==> src/rtl/cmpskip_pkg.sv <==
package cmpskip_pkg;
  localparam int OPC_W = 7;
  localparam logic [OPC_W-1:0] OPC_SKIP_GT = 7'b0110010;
  localparam logic [OPC_W-1:0] OPC_SKIP_LT = 7'b0110000;

  typedef enum logic [1:0] {
    ST_IDLE = 2'd0,
    ST_EXEC = 2'd1,
    ST_SKIP = 2'd2
  } seq_state_t;

  typedef enum logic {
    CMP_LT = 1'b0,
    CMP_GT = 1'b1
  } cmp_kind_t;
endpackage

==> src/rtl/cmpskip_decode.sv <==
module cmpskip_decode
  import cmpskip_pkg::*;
#(
  parameter int INSTR_W      = 16,
  parameter int F_W          = 8,
  parameter int BANK_W       = 4,
  parameter int ACCESS_SPLIT = 128,
  parameter int HIGH_BANK    = 15,
  localparam int ADDR_W      = F_W + BANK_W
) (
  input  logic [INSTR_W-1:0] word,
  input  logic [BANK_W-1:0]  bank,
  output logic               valid,
  output cmp_kind_t          kind,
  output logic [ADDR_W-1:0]  addr
);
  localparam int A_BIT = F_W;
  localparam logic [BANK_W-1:0] HIGH_B = BANK_W'(HIGH_BANK);
  localparam logic [F_W-1:0] SPLIT = F_W'(ACCESS_SPLIT);

  logic [OPC_W-1:0] opc;
  logic [F_W-1:0]   freg;
  logic             banked;
  logic [BANK_W-1:0] eff_bank;

  assign opc    = word[INSTR_W-1:A_BIT+1];
  assign banked = word[A_BIT];
  assign freg   = word[F_W-1:0];

  always_comb begin
    valid = 1'b0;
    kind  = CMP_LT;
    if (opc == OPC_SKIP_GT) begin
      valid = 1'b1;
      kind  = CMP_GT;
    end else if (opc == OPC_SKIP_LT) begin
      valid = 1'b1;
      kind  = CMP_LT;
    end
  end

  always_comb begin
    if (banked)
      eff_bank = bank;
    else if (freg >= SPLIT)
      eff_bank = HIGH_B;
    else
      eff_bank = '0;
  end

  assign addr = {eff_bank, freg};
endmodule

==> src/rtl/cmpskip_compare.sv <==
module cmpskip_compare
  import cmpskip_pkg::*;
#(
  parameter int DATA_W = 8
) (
  input  logic              clk,
  input  logic              rst,
  input  logic              capture,
  input  cmp_kind_t         kind,
  input  logic [DATA_W-1:0] fval,
  input  logic [DATA_W-1:0] wval,
  output logic              take_skip
);
  logic [DATA_W:0] diff;
  logic            borrow;
  logic            is_zero;
  logic            cond;

  assign diff    = {1'b0, fval} - {1'b0, wval};
  assign borrow  = diff[DATA_W];
  assign is_zero = (diff[DATA_W-1:0] == '0);

  always_comb begin
    if (kind == CMP_GT)
      cond = !borrow && !is_zero;
    else
      cond = borrow;
  end

  always_ff @(posedge clk) begin
    if (rst)
      take_skip <= 1'b0;
    else if (capture)
      take_skip <= cond;
  end
endmodule

==> src/rtl/cmpskip_seq.sv <==
module cmpskip_seq
  import cmpskip_pkg::*;
#(
  parameter int PHASES = 4,
  parameter int MAX_NOPS = 2,
  localparam int PH_W  = $clog2(PHASES),
  localparam int CNT_W = $clog2(MAX_NOPS + 1)
) (
  input  logic             clk,
  input  logic             rst,
  input  logic             launch,
  input  logic             take_skip,
  input  logic             two_word,
  output logic             busy,
  output logic [PH_W-1:0]  phase,
  output logic             in_exec,
  output logic             nop_cycle,
  output logic             flush_req,
  output logic [CNT_W-1:0] flush_count,
  output logic             done
);
  localparam logic [PH_W-1:0] LAST_PH = PH_W'(PHASES - 1);

  seq_state_t       state;
  logic [CNT_W-1:0] nops_left;
  logic             last_phase;

  assign last_phase = (phase == LAST_PH);
  assign busy       = (state != ST_IDLE);
  assign in_exec    = (state == ST_EXEC);
  assign nop_cycle  = (state == ST_SKIP);

  always_ff @(posedge clk) begin
    if (rst) begin
      state       <= ST_IDLE;
      phase       <= '0;
      nops_left   <= '0;
      flush_req   <= 1'b0;
      flush_count <= '0;
      done        <= 1'b0;
    end else begin
      flush_req <= 1'b0;
      done      <= 1'b0;
      case (state)
        ST_IDLE: begin
          phase <= '0;
          if (launch) state <= ST_EXEC;
        end
        ST_EXEC: begin
          phase <= last_phase ? '0 : phase + 1'b1;
          if (last_phase) begin
            if (take_skip) begin
              state       <= ST_SKIP;
              flush_req   <= 1'b1;
              flush_count <= two_word ? CNT_W'(2) : CNT_W'(1);
              nops_left   <= two_word ? CNT_W'(2) : CNT_W'(1);
            end else begin
              state       <= ST_IDLE;
              flush_count <= '0;
              done        <= 1'b1;
            end
          end
        end
        ST_SKIP: begin
          phase <= last_phase ? '0 : phase + 1'b1;
          if (last_phase) begin
            if (nops_left == CNT_W'(1)) begin
              state       <= ST_IDLE;
              nops_left   <= '0;
              flush_count <= '0;
              done        <= 1'b1;
            end else begin
              nops_left <= nops_left - 1'b1;
            end
          end
        end
        default: state <= ST_IDLE;
      endcase
    end
  end
endmodule

==> src/rtl/cmpskip_unit.sv <==
module cmpskip_unit
  import cmpskip_pkg::*;
#(
  parameter int INSTR_W      = 16,
  parameter int DATA_W       = 8,
  parameter int F_W          = 8,
  parameter int BANK_W       = 4,
  parameter int ACCESS_SPLIT = 128,
  parameter int HIGH_BANK    = 15,
  parameter int PHASES       = 4,
  parameter int MAX_NOPS     = 2,
  localparam int ADDR_W      = F_W + BANK_W,
  localparam int PH_W        = $clog2(PHASES),
  localparam int CNT_W       = $clog2(MAX_NOPS + 1)
) (
  input  logic               clk,
  input  logic               rst,
  input  logic               start,
  input  logic [INSTR_W-1:0] instr_word,
  input  logic [DATA_W-1:0]  w_reg,
  input  logic [BANK_W-1:0]  bank_sel,
  output logic [ADDR_W-1:0]  mem_addr,
  output logic               mem_rd_en,
  input  logic [DATA_W-1:0]  mem_rd_data,
  input  logic               next_two_word,
  output logic               flush_req,
  output logic [CNT_W-1:0]   flush_count,
  output logic               done,
  output logic               busy,
  output logic [PH_W-1:0]    qphase,
  output logic               nop_cycle
);
  localparam logic [PH_W-1:0] PH_DECODE  = PH_W'(0);
  localparam logic [PH_W-1:0] PH_READ    = PH_W'(1);
  localparam logic [PH_W-1:0] PH_PROCESS = PH_W'(2);

  logic              dec_valid;
  cmp_kind_t         dec_kind;
  logic [ADDR_W-1:0] dec_addr;
  logic              launch;
  logic              in_exec;
  logic              take_skip;

  cmp_kind_t         kind_q;
  logic [ADDR_W-1:0] addr_q;
  logic [DATA_W-1:0] w_q;

  cmpskip_decode #(
    .INSTR_W(INSTR_W), .F_W(F_W), .BANK_W(BANK_W),
    .ACCESS_SPLIT(ACCESS_SPLIT), .HIGH_BANK(HIGH_BANK)
  ) u_decode (
    .word(instr_word), .bank(bank_sel),
    .valid(dec_valid), .kind(dec_kind), .addr(dec_addr)
  );

  assign launch = start && !busy && dec_valid;

  always_ff @(posedge clk) begin
    if (rst) begin
      kind_q <= CMP_LT;
      addr_q <= '0;
      w_q    <= '0;
    end else if (launch) begin
      kind_q <= dec_kind;
      addr_q <= dec_addr;
      w_q    <= w_reg;
    end
  end

  always_ff @(posedge clk) begin
    if (rst) begin
      mem_rd_en <= 1'b0;
      mem_addr  <= '0;
    end else begin
      mem_rd_en <= in_exec && (qphase == PH_DECODE);
      if (in_exec && (qphase == PH_DECODE))
        mem_addr <= addr_q;
    end
  end

  cmpskip_compare #(.DATA_W(DATA_W)) u_compare (
    .clk(clk), .rst(rst),
    .capture(in_exec && (qphase == PH_PROCESS)),
    .kind(kind_q), .fval(mem_rd_data), .wval(w_q),
    .take_skip(take_skip)
  );

  cmpskip_seq #(.PHASES(PHASES), .MAX_NOPS(MAX_NOPS)) u_seq (
    .clk(clk), .rst(rst), .launch(launch),
    .take_skip(take_skip), .two_word(next_two_word),
    .busy(busy), .phase(qphase), .in_exec(in_exec),
    .nop_cycle(nop_cycle), .flush_req(flush_req),
    .flush_count(flush_count), .done(done)
  );

  logic unused_read_ph;
  assign unused_read_ph = (PH_READ == PH_DECODE);
endmodule

==> config.mk <==
export PLATFORM = sky130hd
export DESIGN_NAME = cmpskip_unit
export DESIGN_NICKNAME = d
export VERILOG_FILES = /design/src/rtl/cmpskip_pkg.sv /design/src/rtl/cmpskip_decode.sv /design/src/rtl/cmpskip_compare.sv /design/src/rtl/cmpskip_seq.sv /design/src/rtl/cmpskip_unit.sv
export SDC_FILE = /design/constraint.sdc
export NUM_CORES = 1
export LEC_CHECK = 0
export CAP_MARGIN = 25
export CELL_PAD_IN_SITES_DETAIL_PLACEMENT = 0
export CELL_PAD_IN_SITES_GLOBAL_PLACEMENT = 1
export CORE_MARGIN = 2
export CORE_UTILIZATION = 40
export CTS_CLUSTER_DIAMETER = 80
export DETAILED_ROUTE_END_ITERATION = 8
export DONT_BUFFER_PORTS = 1
export PLACE_DENSITY = 0.77
export SYNTH_ARGS = -nofsm -noshare
export SYNTH_HDL_FRONTEND = slang
export SYNTH_SLANG_ARGS = --single-unit
export TNS_END_PERCENT = 10
==> constraint.sdc <==
create_clock -name clk -period 3.9 [get_ports clk]
set_clock_uncertainty 0.15 [all_clocks]
set_input_delay 0.585 -clock clk [delete_from_list [all_inputs] [get_ports clk]]
set_output_delay 0.585 -clock clk [all_outputs]
set_load 0.005 [all_outputs]
==> results of run 1 <==
==> sequential cells by signal, summed over array words and instances, names as in the netlist, 2 cells and up <==
register and flops:
u_seq.nops_left 2, u_seq.state 2, u_seq.phase 2, addr_q 12, w_q 8, mem_addr 12, u_seq.flush_count 2
==> report_power, final <==
group,total (uW),internal (uW),switching [uW]
sequential,461,460,0.666
combinational,36.9,16.8,20.1
clock,336,186,150
==> path summary, 6_finish.rpt <==
| check | startpoint | end | slack (ns) |
|---|---|---|---|
| worst max-delay path | w_q[0] | u_compare.take_skip | 1.59 |
| worst min-delay path | rst | w_q[6] | 0.20 |
| worst max register to register | w_q[0] | u_compare.take_skip | 1.59 |
| worst min register to register | addr_q[4] | mem_addr[4] | 0.30 |
==> stage by stage <==
step / worst slack, ns / util (%) / total power [uW]
finish: 1.59 / 45.0 / 834
global route: 1.44 / 45.0 / 867
floorplan: 1.44 / - / 509
detailed placement: 1.28 / 43.0 / 509
global placement: 1.35 / 43.0 / 508
CTS: 1.59 / 45.0 / 845
==> cells in the final DEF (no fill, tap or decap), types with 2 or more instances in the layout <==
| cell | instances |
|---|---|
| xnor2_1 | 2 |
| a21o_1 | 3 |
| ha_1 | 16 |
| inv_1 | 16 |
| nand2_1 | 64 |
| dfxtp_1 | 45 |
| xor2_1 | 3 |
| nor3_1 | 6 |
| buf_4 | 2 |
| or3_1 | 3 |
| a21oi_1 | 39 |
| clkbuf_8 | 5 |
| a211oi_1 | 9 |
| nor2_1 | 16 |
| o21ai_0 | 5 |
| nand3_1 | 2 |
| nor4b_1 | 2 |
| nor2b_1 | 6 |
| and2_1 | 3 |
==> final cells by class <==
cell class	count	share of cell area [%]
multi-input cells	196	49.6
flip-flops and latches	45	38.9
well taps	70	3.78
clock buffers	5	2.97
inverters	16	2.59
clock inverters	2	1.51
repair buffers	2	0.649
==> kinds of logic (layout without fill, tap and decap cells) <==
kind of cell               count (synthesis)  count (layout)  share of synthesized area, %
xor gates and xnor gates                   5               5                          2.03
adders and majority gates                 17              17                          10.2
muxes                                      1               1                         0.464
and+or+nand+nor                          111             111                          23.3
DFF                                       45              45                          41.8
buffers and inverters                     28              25                          5.05
AOI/OAI and AO/OA                         62              62                          17.2
==> per-layer routing <==
layer | track usage (%) | part of all wire [%] | vias to the layer above
met1 | 19.0 | 47 | 791
li1 | - | - | 895
met5 | 0 | 0 | -
met3 | 5.58 | 5.3 | 5
met2 | 26.5 | 47 | 35
met4 | 5.71 | 0.84 | 0
==> key figures, run 1 <==
Run status
  • Status: finished, final reports clean

Placement
  • DP Cell Count: 329
  • Hpwl dp: 3350 um
  • GPL Wtd Cong: 0.769
  • # port buffers: 0
  • Post-Place Cell Area: 0.00221 sq mm

Route
  • Routed vias: 1726
  • Vias per cell: 5.14
  • Antenna viol nets, final: 0
  • DR pass1 iterations: 4
  • Routed length per placed instance: 13.7 um
  • Final wirelength: 4620 um
  • DRC viols: 0
  • 1st-iter DRT viols: 64

Yosys
  • Ys flop type: dfxtp_1
  • Post-Syn Nets: 326
  • Post-Synthesis Cells: 269
  • Synth cell types: 36
  • Yosys top cell area share: 41.8%
  • EDFF count, synth: 0
  • Mapped cell area: 0.00216 sq mm
  • Largest area contributor in the netlist: dfxtp_1
  • Sequential share of the synthesized area: 41.8%
  • Top cells by area, synth: dfxtp_1 (42%), nand2_1 (11%), ha_1 (9.3%)
  • Fraction of registers with async set/reset: 0%
  • Count leader, synth: nand2_1
  • Post-synth top cells: nand2_1 (64), dfxtp_1 (45), a21oi_1 (39)
  • Synthesis Warnings: 0
  • Synthesized flop and latch total: 45
  • Syn Area/Cell: 8.02 sq um

Timing
  • Slew Limit Headroom: 48.4%
  • Unrepaired setup endpoints after global routing: no
  • Final Max Tran Viols: 0
  • Worst Max-Slew Pin Slew: 0.775 ns
  • Worst hold slack: 0.197 ns
  • Final period util: 59.2%
  • FMAX: 433 MHz
  • Final TNS setup: 0 ns
  • Final min period: 2.31 ns
  • Setup-failing EPs final: 0
  • Final hold viol count: 0

CTS
  • # hold bufs at CTS: 0
  • Post-CTS resize count: 0
  • CTS HTree Levels: 2
  • CTS tree: done
  • CTS Sinks: 45
  • Clock transition at path regs: 0.08 ns
  • Root buffer cell: clkbuf_8
  • Total CTS buffers: 5
  • Clock Tree Buf Depth: 2
  • Worst-skew pair later-pin latency: 0.29 ns
  • Post-CTS Setup Bufs: 0

Setup path
  • Cell family with most CP delay: compound AO/OA/AOI/OAI gates
  • CP required: 3.96 ns
  • Slowest cell on crit path: fa_1
  • Register-to-Register Path Depth: 8
  • CP Cell Sequence: ha_1, fa_1, nor2b_1, o211ai_1, a21oi_1, a31oi_1, a311o_1, a211oi_1
  • Critical Path AT: 2.37 ns
  • WS Path Type: register to register
  • Slowest cell delay on critical path: 0.40 ns
  • CP Max Fanout: 2
  • CP Launch Type: register
  • Worst setup EP type: register
  • Critical path depth: 8
  • CP bufs+invs: 0

Final layout
  • Layout Area Growth over Synthesis: 7.31%
  • NumNets Final: 323
  • Area of the multi-input gates: 0.00115 sq mm
  • Fin area: 0.00231 sq mm
  • Final antenna diode count: 0
  • Layout cells sized above 1: 5.26%
  • Sequential cell area: 901 sq um
  • FILL cells: 550
  • Finished Layout Cells: 336

Power and ir drop
  • Pwr per Cell Area: 360 mW/mm^2
  • Max IR drop VDD: 0.204 mV
  • Leakage: 0.000800 uW

Die
  • FP Rows: 26
  • Starting Density: 42.0%
  • Die height: 77.4 um
  • Die Area: 0.00600 sq mm
  • Core area: 0.00514 sq mm
  • Ports: 61
  • Die W: 77.4 um

Global route
  • Largest net degree at the start of global routing: 46
  • Gr usage total: 15.9%
  • First-pass GRT wire length: 7720 um
  • Initial antenna violation count: 0
  • Vias in the first global route: 1676
  • GRT overflow: 0

Job
  • Max-cap viol count: 0

Min path
  • Worst hold path stage count: 1
  • HP Class: input pin to register
No activity file was read; power rests on OpenSTA's default activity.
==> inputs of run 2 (changes only) <==
--- a/config.mk
+++ b/config.mk
@@ -13,7 +13,7 @@
 export CTS_CLUSTER_DIAMETER = 80
 export DETAILED_ROUTE_END_ITERATION = 8
 export DONT_BUFFER_PORTS = 1
-export PLACE_DENSITY = 0.77
+export PLACE_DENSITY = 0.79
 export SYNTH_ARGS = -nofsm -noshare
 export SYNTH_HDL_FRONTEND = slang
 export SYNTH_SLANG_ARGS = --single-unit
==> constraint.sdc (replaced) <==
create_clock -name clk -period 2.1 [get_ports clk]
set_clock_uncertainty 0.15 [all_clocks]
set_input_delay 0.315 -clock clk [delete_from_list [all_inputs] [get_ports clk]]
set_output_delay 0.315 -clock clk [all_outputs]
set_load 0.005 [all_outputs]
==> run 2 against run 1 <==
Net effect:
- the run now ends with negative setup slack left
- register-to-register slack worse by 1.6 ns
- worst setup slack lost 1.6 ns
- count of clock-buffer cells in the layout increased by 1
- design area rose by 11%
- critical path type unchanged
- largest cell class unchanged
==> key figures, run 2 (synthesis gave the netlist of run 1 again) <==
Run status
  • Status: complete, but fails checks
  • Failing checks: negative setup slack

Timing
  • FMAX: 469 MHz
  • Worst setup margin: -0.0340 ns
  • Worst hold slack: 0.0000149 ns
  • Setup-failing EPs final: 1
  • Final period util: 102%
  • Final hold viol count: 0
  • Final TNS setup: -0.0340 ns
  • Worst Max-Slew Pin Slew: 0.490 ns
  • Slew Limit Headroom: 67.4%
  • Final Max Tran Viols: 0
  • Final min period: 2.13 ns
  • Unrepaired setup endpoints after global routing: yes

Setup path
  • CP Cell Sequence: ha_4, fa_2, nor2b_4, o211ai_1, a21oi_2, xnor2_1, a311o_1, a211oi_2
  • Register-to-Register Path Depth: 8
  • Cell family with most CP delay: compound AO/OA/AOI/OAI gates
  • Critical Path AT: 2.21 ns
  • Worst setup EP type: register
  • CP bufs+invs: 0
  • WS Path Type: register to register
  • CP required: 2.18 ns
  • Critical path depth: 8
  • Slowest cell on crit path: fa_2
  • Slowest cell delay on critical path: 0.36 ns
  • CP Max Fanout: 2
  • CP Launch Type: register

Placement
  • DP Cell Count: 341
  • GPL Wtd Cong: 0.766
  • # port buffers: 0
  • Hpwl dp: 3440 um

Final layout
  • Area of the multi-input gates: 0.00121 sq mm
  • Sequential cell area: 903 sq um
  • Layout Area Growth over Synthesis: 18.7%
  • NumNets Final: 344
  • FILL cells: 549
  • Commonest non-fill, non-tap cells in the layout: nand2_1 (63), dfxtp_1 (43), a21oi_1 (38)
  • Layout cells sized above 1: 13.9%
  • Finished Layout Cells: 358
  • Layout Utilization: 49.8%
  • Commonest non-fill, non-tap cell in the layout: nand2_1
  • Final antenna diode count: 0
  • Largest regs: addr_q x12, mem_addr x12, w_q x8

Global route
  • Vias in the first global route: 1839
  • Met1 Use GR: 21.2%
  • M2 GR Usage: 27.7%
  • Largest net degree at the start of global routing: 46
  • GRT overflow: 0
  • GRT met3 Usage: 6.74%
  • Initial antenna violation count: 0
  • First-pass GRT wire length: 8360 um
  • Most used routing layer: met2
  • Gr usage total: 17.5%

Power and ir drop
  • Leakage: 0.000905 uW
  • Max IR drop VDD: 0.230 mV
  • PnR Total Power: 1500 uW
  • Pwr per Cell Area: 587 mW/mm^2

Die
  • Starting Density: 42.0%
  • Die Area: 0.00600 sq mm
  • Die W: 77.4 um
  • Ports: 61
  • Core area: 0.00514 sq mm
  • FP Rows: 26
  • Die height: 77.4 um

CTS
  • CTS Sinks: 45
  • Total CTS buffers: 5
  • Clock Tree Buf Depth: 2
  • CTS HTree Levels: 2
  • Clock transition at path regs: 0.08 ns
  • Root buffer cell: clkbuf_8
  • Worst-skew pair later-pin latency: 0.30 ns
  • CTS tree: done

Route
  • Routed length per placed instance: 13.8 um
  • Routed vias: 1853
  • DR pass1 iterations: 4
  • DRC viols: 0
  • Antenna viol nets, final: 0
  • Final wirelength: 4950 um
  • 1st-iter DRT viols: 54
  • Vias per cell: 5.18

Min path
  • Worst hold path stage count: 2
  • HP Class: input pin to register

Job
  • Max-cap viol count: 0
## run 2: cell count changes in the layout (fill, tap and decap cells not counted), moves of 2 or more
cell           before  now
buf_4               2   14
clkinvlp_4          0    2
dfxtp_1            45   43
dfxtp_2             0    2
dlygate4sd3_1       0    7
o21ai_0             5    3
o21ai_1             0    2
## run 2: layout make-up
cell class,count,share of cell area [%]
clock buffer,6,2.83
clock inverter,2,0.587
multi-input combinational,196,47.2
sequential,45,35.3
inverter,16,2.64
tap,70,3.42
timing repair buffer,23,8.06
## run 2: routing by layer
layer | vias to the layer above | wire length [um] | share of wire, %
met2 | 54 | 2250 | 45
met3 | 11 | 359 | 7.2
met5 | - | 0 | 0
met4 | 0 | 119 | 2.4
li1 | 939 | - | -
met1 | 849 | 2230 | 45
## run 2: timing repair
item,CTS,global route
hold buffers,3,5
setup endpoints to repair,1,2
resized for setup,6,5
buffers inserted,0,1
hold endpoints to repair,43,40
pin swaps,5,5
## run 2: final timing paths
path / startpoint / to / slack (ns)
worst min-delay path: instr_word[5] / addr_q[5] / 0.00001
worst max-delay path: w_q[0] / u_compare.take_skip / -0.03
worst max register to register: w_q[0] / u_compare.take_skip / -0.03
worst min register to register: kind_q / kind_q / 0.31
## run 2: power breakdown
part / internal (uW) / switching, uW / leakage, uW
combinational: 53.8 / 59.0 / 0.000504
sequential: 854 / 1.24 / 0.000363
clock: 235 / 299 / 0.0000374
## run 2: per-stage QoR
step           worst slack, ns  instance area, sq um
2_1_floorplan         -0.00976                  2190
3_3_place_gp            -0.101                  2330
3_5_place_dp            -0.155                  2330
4_1_cts                -0.0498                  2480
5_1_grt                 -0.141                  2560
6_report               -0.0340                  2560
